--- config.mk ---
export PLATFORM = sky130hd
export DESIGN_NAME = mbox_rmw_writer
export DESIGN_NICKNAME = d
export VERILOG_FILES = /design/src/rtl/mbox_rmw_pkg.sv /design/src/rtl/mbox_cmd_decode.sv /design/src/rtl/mbox_byte_merge.sv /design/src/rtl/mbox_rmw_seq.sv /design/src/rtl/mbox_rmw_writer.sv
export SDC_FILE = /design/constraint.sdc
export NUM_CORES = 1
export LEC_CHECK = 0
export BUFFER_PORTS_ARGS = -buffer_cell sky130_fd_sc_hd__buf_2
export CAP_MARGIN = 5
export CORE_UTILIZATION = 47
export CTS_BUF_LIST = sky130_fd_sc_hd__clkbuf_4 sky130_fd_sc_hd__clkbuf_8 sky130_fd_sc_hd__clkbuf_16
export CTS_CLUSTER_DIAMETER = 40
export DETAILED_ROUTE_END_ITERATION = 6
export PLACE_DENSITY = 0.8
export RECOVER_POWER = 50
export SETUP_SLACK_MARGIN = 0.1
export SLEW_MARGIN = 15
export SYNTH_ARGS = -nofsm -noshare
export SYNTH_HDL_FRONTEND = slang
export SYNTH_SLANG_ARGS = --single-unit
--- constraint.sdc ---
create_clock -name clk -period 1.8 [get_ports clk]
set_clock_uncertainty 0.05 [all_clocks]
set_input_delay 0.36 -clock clk [delete_from_list [all_inputs] [get_ports clk]]
set_output_delay 0.36 -clock clk [all_outputs]
set_load 0.05 [all_outputs]
--- src/rtl/mbox_rmw_pkg.sv ---
// Shared types for the byte-masked remote mailbox writer.
// Assumes a 32-bit downstream word split into four byte lanes.
package mbox_rmw_pkg;
    localparam int LANES  = 4;
    localparam int WORD_W = 32;

    typedef enum logic [2:0] {
        ST_IDLE,
        ST_READ,
        ST_WAIT,
        ST_WRITE,
        ST_DONE
    } seq_state_t;
endpackage

--- src/rtl/mbox_cmd_decode.sv ---
// Command decoder: splits a 64-bit command into target core, keep mask,
// new data and target address, and tells whether the offset is one of the
// two command ports. Purely combinational; assumes the core number equals
// the core index.
module mbox_cmd_decode #(
    parameter int          NUM_CORES = 4,
    parameter int          IDX_W     = 2,
    parameter logic [15:0] MBOX_BASE = 16'h1000,
    parameter logic [11:0] MAIL_OFS  = 12'h100,
    parameter logic [11:0] ANY_OFS   = 12'h158
) (
    input  logic             cmd_valid,
    input  logic             cmd_is64,
    input  logic [11:0]      cmd_addr,
    input  logic [63:0]      cmd_data,
    output logic             hit,
    output logic             core_ok,
    output logic [15:0]      tgt_addr,
    output logic [IDX_W-1:0] tgt_core,
    output logic [3:0]       keep_mask,
    output logic [31:0]      new_word
);
    localparam logic [31:0] NC_U = NUM_CORES;

    logic [9:0] core_id;
    logic       is_mail;
    logic       is_any;
    logic       unused_bits;

    // Field extraction from the command word.
    always_comb begin
        core_id   = cmd_data[25:16];
        keep_mask = cmd_data[30:27];
        new_word  = cmd_data[63:32];
        tgt_core  = core_id[IDX_W-1:0];
        core_ok   = ({22'd0, core_id} < NC_U);
    end

    // Port selection; only full 64-bit writes count.
    always_comb begin
        is_mail = cmd_valid && cmd_is64 && (cmd_addr == MAIL_OFS);
        is_any  = cmd_valid && cmd_is64 && (cmd_addr == ANY_OFS);
        hit     = is_mail || is_any;
    end

    // Target address per port rule.
    always_comb begin
        if (is_mail)
            tgt_addr = MBOX_BASE + 16'h0020 + {11'd0, cmd_data[4:2], 2'b00};
        else
            tgt_addr = cmd_data[15:0];
    end

    assign unused_bits = ^{cmd_data[26], cmd_data[31]};
endmodule

--- src/rtl/mbox_byte_merge.sv ---
// Byte-lane merge: each lane takes the old byte when its keep flag is set,
// otherwise the new byte. Combinational.
module mbox_byte_merge #(
    parameter int LANES = mbox_rmw_pkg::LANES
) (
    input  logic [LANES*8-1:0] old_word,
    input  logic [LANES*8-1:0] new_word,
    input  logic [LANES-1:0]   keep,
    output logic [LANES*8-1:0] merged
);
    // One mux per byte lane.
    for (genvar g = 0; g < LANES; g++) begin : g_lane
        assign merged[g*8 +: 8] = keep[g] ? old_word[g*8 +: 8] : new_word[g*8 +: 8];
    end
endmodule

--- src/rtl/mbox_rmw_seq.sv ---
// Read-modify-write sequencer: latches a taken command, issues an optional
// read, waits for its data, issues the write and pulses a response.
// Assumes at most one outstanding read and that writes need no response.
module mbox_rmw_seq
    import mbox_rmw_pkg::*;
#(
    parameter int IDX_W = 2
) (
    input  logic             clk,
    input  logic             rst_n,
    input  logic             start,
    input  logic             start_core_ok,
    input  logic [15:0]      start_addr,
    input  logic [IDX_W-1:0] start_core,
    input  logic [3:0]       start_keep,
    input  logic [31:0]      start_new,
    output logic             busy,
    output logic             resp_valid,
    output logic             resp_err,
    output logic [31:0]      old_q,
    output logic [31:0]      new_q,
    output logic [3:0]       keep_q,
    input  logic [31:0]      merged,
    output logic             bus_req_valid,
    output logic             bus_req_write,
    output logic [15:0]      bus_req_addr,
    output logic [IDX_W-1:0] bus_req_core,
    output logic [31:0]      bus_req_wdata,
    input  logic             bus_req_ready,
    input  logic             bus_rsp_valid,
    input  logic             bus_rsp_err,
    input  logic [31:0]      bus_rsp_rdata
);
    seq_state_t       state;
    logic [15:0]      addr_q;
    logic [IDX_W-1:0] core_q;
    logic             err_q;

    // State machine and command registers.
    always_ff @(posedge clk) begin
        if (!rst_n) begin
            state  <= ST_IDLE;
            addr_q <= '0;
            core_q <= '0;
            keep_q <= '0;
            new_q  <= '0;
            old_q  <= '0;
            err_q  <= 1'b0;
        end else begin
            case (state)
                ST_IDLE: if (start) begin
                    addr_q <= start_addr;
                    core_q <= start_core;
                    keep_q <= start_keep;
                    new_q  <= start_new;
                    old_q  <= '0;
                    err_q  <= !start_core_ok;
                    if (!start_core_ok)       state <= ST_DONE;
                    else if (start_keep != 0) state <= ST_READ;
                    else                      state <= ST_WRITE;
                end
                ST_READ:  if (bus_req_ready) state <= ST_WAIT;
                ST_WAIT:  if (bus_rsp_valid) begin
                    if (bus_rsp_err) begin
                        err_q <= 1'b1;
                        state <= ST_DONE;
                    end else begin
                        old_q <= bus_rsp_rdata;
                        state <= ST_WRITE;
                    end
                end
                ST_WRITE: if (bus_req_ready) state <= ST_DONE;
                default:  state <= ST_IDLE;
            endcase
        end
    end

    // Output decode from state and latched fields.
    always_comb begin
        busy          = (state != ST_IDLE);
        resp_valid    = (state == ST_DONE);
        resp_err      = err_q;
        bus_req_valid = (state == ST_READ) || (state == ST_WRITE);
        bus_req_write = (state == ST_WRITE);
        bus_req_addr  = addr_q;
        bus_req_core  = core_q;
        bus_req_wdata = merged;
    end

    // a read is only ever issued for a command with a keep flag set.
    a_r4_read_needs_keep: assert property (@(posedge clk) disable iff (!rst_n)
        (bus_req_valid && !bus_req_write) |-> (keep_q != 4'd0));

    // a read error goes straight to an error response with no write.
    a_r9_err_aborts: assert property (@(posedge clk) disable iff (!rst_n)
        (state == ST_WAIT && bus_rsp_valid && bus_rsp_err) |=>
        (resp_valid && resp_err && !bus_req_valid));

    // a request not yet taken holds its fields.
    a_r7_hold_req: assert property (@(posedge clk) disable iff (!rst_n)
        (bus_req_valid && !bus_req_ready) |=>
        (bus_req_valid && $stable(bus_req_write) && $stable(bus_req_addr) && $stable(bus_req_core)));

    // the response is a single-cycle pulse.
    a_r10_one_resp: assert property (@(posedge clk) disable iff (!rst_n)
        resp_valid |=> !resp_valid);
endmodule

--- src/rtl/mbox_rmw_writer.sv ---
// Top of the byte-masked remote mailbox writer. Decodes commands on two
// offsets and runs one read-modify-write per taken command downstream.
// Assumes core numbers below NUM_CORES map one-to-one to core indices.
module mbox_rmw_writer #(
    parameter int          NUM_CORES = 4,
    parameter logic [15:0] MBOX_BASE = 16'h1000,
    parameter logic [11:0] MAIL_OFS  = 12'h100,
    parameter logic [11:0] ANY_OFS   = 12'h158,
    localparam int         IDX_W     = (NUM_CORES > 1) ? $clog2(NUM_CORES) : 1
) (
    input  logic             clk,
    input  logic             rst_n,
    input  logic             cmd_valid,
    input  logic             cmd_is64,
    input  logic [11:0]      cmd_addr,
    input  logic [63:0]      cmd_data,
    output logic             cmd_stall,
    output logic             resp_valid,
    output logic             resp_err,
    output logic             bus_req_valid,
    output logic             bus_req_write,
    output logic [15:0]      bus_req_addr,
    output logic [IDX_W-1:0] bus_req_core,
    output logic [31:0]      bus_req_wdata,
    input  logic             bus_req_ready,
    input  logic             bus_rsp_valid,
    input  logic             bus_rsp_err,
    input  logic [31:0]      bus_rsp_rdata
);
    logic             hit;
    logic             core_ok;
    logic [15:0]      tgt_addr;
    logic [IDX_W-1:0] tgt_core;
    logic [3:0]       keep_mask;
    logic [31:0]      new_word;
    logic             accept;
    logic [31:0]      old_q;
    logic [31:0]      new_q;
    logic [3:0]       keep_q;
    logic [31:0]      merged;

    mbox_cmd_decode #(
        .NUM_CORES(NUM_CORES),
        .IDX_W    (IDX_W),
        .MBOX_BASE(MBOX_BASE),
        .MAIL_OFS (MAIL_OFS),
        .ANY_OFS  (ANY_OFS)
    ) u_dec (
        .cmd_valid(cmd_valid),
        .cmd_is64 (cmd_is64),
        .cmd_addr (cmd_addr),
        .cmd_data (cmd_data),
        .hit      (hit),
        .core_ok  (core_ok),
        .tgt_addr (tgt_addr),
        .tgt_core (tgt_core),
        .keep_mask(keep_mask),
        .new_word (new_word)
    );

    // A command is taken only while idle.
    assign accept = hit && !cmd_stall;

    mbox_rmw_seq #(.IDX_W(IDX_W)) u_seq (
        .clk          (clk),
        .rst_n        (rst_n),
        .start        (accept),
        .start_core_ok(core_ok),
        .start_addr   (tgt_addr),
        .start_core   (tgt_core),
        .start_keep   (keep_mask),
        .start_new    (new_word),
        .busy         (cmd_stall),
        .resp_valid   (resp_valid),
        .resp_err     (resp_err),
        .old_q        (old_q),
        .new_q        (new_q),
        .keep_q       (keep_q),
        .merged       (merged),
        .bus_req_valid(bus_req_valid),
        .bus_req_write(bus_req_write),
        .bus_req_addr (bus_req_addr),
        .bus_req_core (bus_req_core),
        .bus_req_wdata(bus_req_wdata),
        .bus_req_ready(bus_req_ready),
        .bus_rsp_valid(bus_rsp_valid),
        .bus_rsp_err  (bus_rsp_err),
        .bus_rsp_rdata(bus_rsp_rdata)
    );

    mbox_byte_merge #(.LANES(4)) u_merge (
        .old_word(old_q),
        .new_word(new_q),
        .keep    (keep_q),
        .merged  (merged)
    );

    // an unknown core is answered with an error at once.
    a_r2_bad_core: assert property (@(posedge clk) disable iff (!rst_n)
        (accept && !core_ok) |=> (resp_valid && resp_err && !bus_req_valid));

    // while stalled, the next cycle is still busy or completing.
    a_r8_stall_holds: assert property (@(posedge clk) disable iff (!rst_n)
        (cmd_stall && !resp_valid) |=> cmd_stall);
endmodule

==> run summary <==
YOSYS
------------------------------------------------------------------------------------------
Combinational family with the most area after synthesis                       compound AO/OA/AOI/OAI gates
Leading cell type by number of instances after synthesis                      sky130_fd_sc_hd__dfxtp_1
Most frequently used flop master after synthesis                              sky130_fd_sc_hd__dfxtp_1
Biggest area consumer among synthesized cells                                 sky130_fd_sc_hd__dfxtp_1
Average cell area after synthesis                                                9.591 um2
Synth area leaders                                                            sky130_fd_sc_hd__dfxtp_1 (47%), sky130_fd_sc_hd__mux2_2 (9.4%), sky130_fd_sc_hd__a22o_1 (7.3%)
Fraction of registers with async set or reset after synthesis                            0
Mux cell area share after synthesis                                                 0.1301
Synthesized net count                                                                  516
Synthesized-area fraction occupied by ao, oa, aoi and oai cells                     0.2170
Area share of and/or/nand/nor cells after synthesis                                 0.1298
Mapped Cells                                                                           401
Share of synthesized cell area in full adder, half adder and majority cells              0
Synthesized area                                                                  3846 um2
Commonest cells in the synthesized netlist                                    sky130_fd_sc_hd__dfxtp_1 (90), sky130_fd_sc_hd__o21ai_0 (47), sky130_fd_sc_hd__a21oi_1 (41), sky130_fd_sc_hd__nand3_1 (41)
Synthesis warning total                                                                  0
Proportion of synthesized chip area in sequential cells                             0.4684
Count of flip-flops with a built-in enable after synthesis                               0
Area share of xor/xnor cells in the synthesized design                            0.002277
Portion of synthesized cell area occupied by the leading cell type                  0.4684
Distinct cells, synth                                                                   40
Register bit total from synthesis                                                       90

STA
------------------------------------------------------------------------------------------
Final Cycle Share                                                                   0.9814
Number of max-slew violations in the final report                                        0
Unrepaired setup endpoints after global routing                                        yes
Count of final setup violators                                                           0
Hold Violations, Final                                                                   0
Actual transition at the worst max-transition pin                                0.6290 ns
Minimum period implied by the final worst setup slack                             1.766 ns
Setup_tns                                                                             0 ns
Maximum frequency from static timing analysis                                    566.1 MHz
Post-Route Hold Slack                                                            0.1554 ns
Max-slew headroom at the worst pin                                                  0.5824

POWER
------------------------------------------------------------------------------------------
Tot Pwr                                                                            3459 uW
Pleak                                                                          0.002340 uW
Power Density                                                                 636.2 nW/um2
VDD IR-drop max                                                                   449.8 uV

GLOBAL ROUTING
------------------------------------------------------------------------------------------
Largest net degree at the start of global routing                                       44
Vias in the first global route                                                       3,689
Wire length of the first global-routing pass                                      17.18 mm
Global router's overall resource usage                                              0.2525
Antenna violations before repair                                                         0
Overflow left after global routing                                                       0

CLOCKING
------------------------------------------------------------------------------------------
Clock Pin Slew Worst Setup and Hold Paths                                          0.10 ns
CTS max path bufs                                                                        2
Clock tree root driver cell                                                   sky130_fd_sc_hd__clkbuf_8
CTS H-tree depth                                                                         3
CTS tree                                                                             built
Number of sinks driven by the clock tree                                                90
Source-to-sink clock delay at the later pin of the worst-skew pair                 0.36 ns
TritonCTS buffer count                                                                   9

PLACED DESIGN
------------------------------------------------------------------------------------------
Post-detailed-placement half-perimeter wirelength                                 7.335 mm
Global placer's final weighted congestion                                           0.8505
Placed Instance Area                                                              4821 um2
Count of buffers inserted at the top-level ports                                       167

SETUP PATH
------------------------------------------------------------------------------------------
Kind of start point of the critical path                                          register
Setup slack of the most critical reg-to-reg path                                   0.10 ns
Endpoint arrival time on the critical path                                         1.36 ns
WP data required                                                                   1.39 ns
Category of the most critical setup path                                      register to output pin
Highest fanout seen on the critical path                                                 9
Type of destination of the critical path                                        output pin

CELLS AND AREA
------------------------------------------------------------------------------------------
Final-layout fill cell count                                                           620
Fraction of final layout cells with drive strength greater than 1                   0.4196
Area grow syn2layout                                                                41.35%
Number of antenna diodes                                                                 0
Utilization after layout                                                            0.6963
Total non-filler cell area in the finished layout                                 5436 um2
Final #Nets                                                                            683

ROUTING
------------------------------------------------------------------------------------------
Total via count in the routed design                                                 3,779
DRC marker count from the first detailed-route iteration                               139
Total iterations of the first detailed-routing run                                       4
Post-detailed-route via-to-cell ratio                                                5.607
Routed length per placed instance                                                 16.50 um
Antenna violation net count after detailed routing                                       0
Routed WL                                                                         11.12 mm
Residual DRC count                                                                       0

FLOORPLANNING
------------------------------------------------------------------------------------------
Initial Util                                                                        0.4926
Number of core rows                                                                     32
Vertical die dimension                                                            92.46 um
I/O pins                                                                               170
Die Outline Area                                                                  8549 um2
Horiz. Die Dim                                                                    92.46 um
CORE AREA                                                                         7807 um2

WORST HOLD PATH
------------------------------------------------------------------------------------------
Worst min-delay path class                                                    primary input to register

STATUS
------------------------------------------------------------------------------------------
Status                                                                           completed

RUN
------------------------------------------------------------------------------------------
Max-Cap Viols                                                                            0

## placed cells by master, fill, tap and decap left out, types with 2 or more instances in the layout
cell type,netlist,routed
sky130_fd_sc_hd__nor3_2,2,2
sky130_fd_sc_hd__buf_8,0,23
sky130_fd_sc_hd__a21oi_1,41,41
sky130_fd_sc_hd__clkinvlp_4,0,2
sky130_fd_sc_hd__buf_4,1,17
sky130_fd_sc_hd__dfxtp_1,90,84
sky130_fd_sc_hd__mux2_2,32,8
sky130_fd_sc_hd__nand2_1,27,27
sky130_fd_sc_hd__nor3b_2,2,2
sky130_fd_sc_hd__clkbuf_1,20,21
sky130_fd_sc_hd__a22o_1,32,32
sky130_fd_sc_hd__nand3_1,41,41
sky130_fd_sc_hd__buf_6,3,13
sky130_fd_sc_hd__buf_12,0,4
sky130_fd_sc_hd__mux2i_1,14,14
sky130_fd_sc_hd__o21ai_0,47,47
sky130_fd_sc_hd__clkbuf_4,0,3
sky130_fd_sc_hd__inv_1,2,2
sky130_fd_sc_hd__o2111ai_1,1,2
sky130_fd_sc_hd__mux2_4,0,24
sky130_fd_sc_hd__clkinv_2,0,2
sky130_fd_sc_hd__buf_2,14,113
sky130_fd_sc_hd__inv_6,0,2
sky130_fd_sc_hd__and2_1,3,2
sky130_fd_sc_hd__dfxtp_4,0,5
sky130_fd_sc_hd__clkbuf_8,0,9
sky130_fd_sc_hd__nor4_1,3,3
sky130_fd_sc_hd__nand2b_1,2,2
## sequential cells by signal, indices dropped and copies added (netlist names)
name / flops
u_seq.new_q: 32
u_seq.old_q: 32
u_seq.bus_req_addr: 16
u_seq.keep_q: 4
u_seq.state: 3
u_seq.bus_req_core: 2
u_seq.resp_err: 1
## what timing repair did
item,4_1_cts,5_1_grt
hold buffers,0,0
endpoints found under the setup margin,36,37
resized for setup,56,95
pin swaps,1,3
cloned,0,0
buffers inserted,4,3
## logic make-up (layout without fill, tap and decap cells)
kind of cell,count (synthesis),in the layout
AO/OA/AOI/OAI,130,130
XOR/XNOR,1,1
multiplexers,46,46
flip-flops,90,90
AND/OR/NAND/NOR,92,92
buffers and inverters,42,213
## power breakdown
group | total (uW) | internal (uW) | switching (uW)
registers | 1980 | 1980 | 0.102
logic | 231 | 114 | 117
clock network | 1250 | 500 | 746
## critical path: stages (launching register included)
cell and delay, ns:
sky130_fd_sc_hd__dfxtp_4 0.45, sky130_fd_sc_hd__mux2_2 0.35, sky130_fd_sc_hd__buf_2 0.21
## layout make-up
type	count	area, um2	area share
clock buffer	9	123.9	0.02278
clock inverter	6	42.54	0.007825
inverter	4	15.01	0.002762
multi-input combinational	269	1939	0.3567
sequential	90	1822	0.3351
tap	102	127.6	0.02348
timing repair buffer	194	1366	0.2513
## metal layers
metal	GRT usage	wire length, um	up-vias
li1	-	-	1794
met1	0.3121	4586	1797
met2	0.4259	5545	168
met3	0.05337	782	20
met4	0.1029	204	0
met5	0	0	-
## per-stage QoR
stage	setup WS (ns)	cells
after floorplan	-0.08716	401
after global placement	-0.05125	652
after detailed placement	-0.09615	652
after CTS	0.03651	671
after global routing	-0.007465	674
final	0.03352	674
## path summary, 6_finish.rpt
path,from,endpoint,cells after the start
max,u_seq.keep_q[1],bus_req_wdata[12],2
min,bus_rsp_rdata[5],u_seq.old_q[5],2
max reg2reg,u_seq.state[0],u_seq.new_q[8],6
min reg2reg,u_seq.bus_req_addr[9],u_seq.bus_req_addr[9],2
Power figures use the tool's default switching activity.
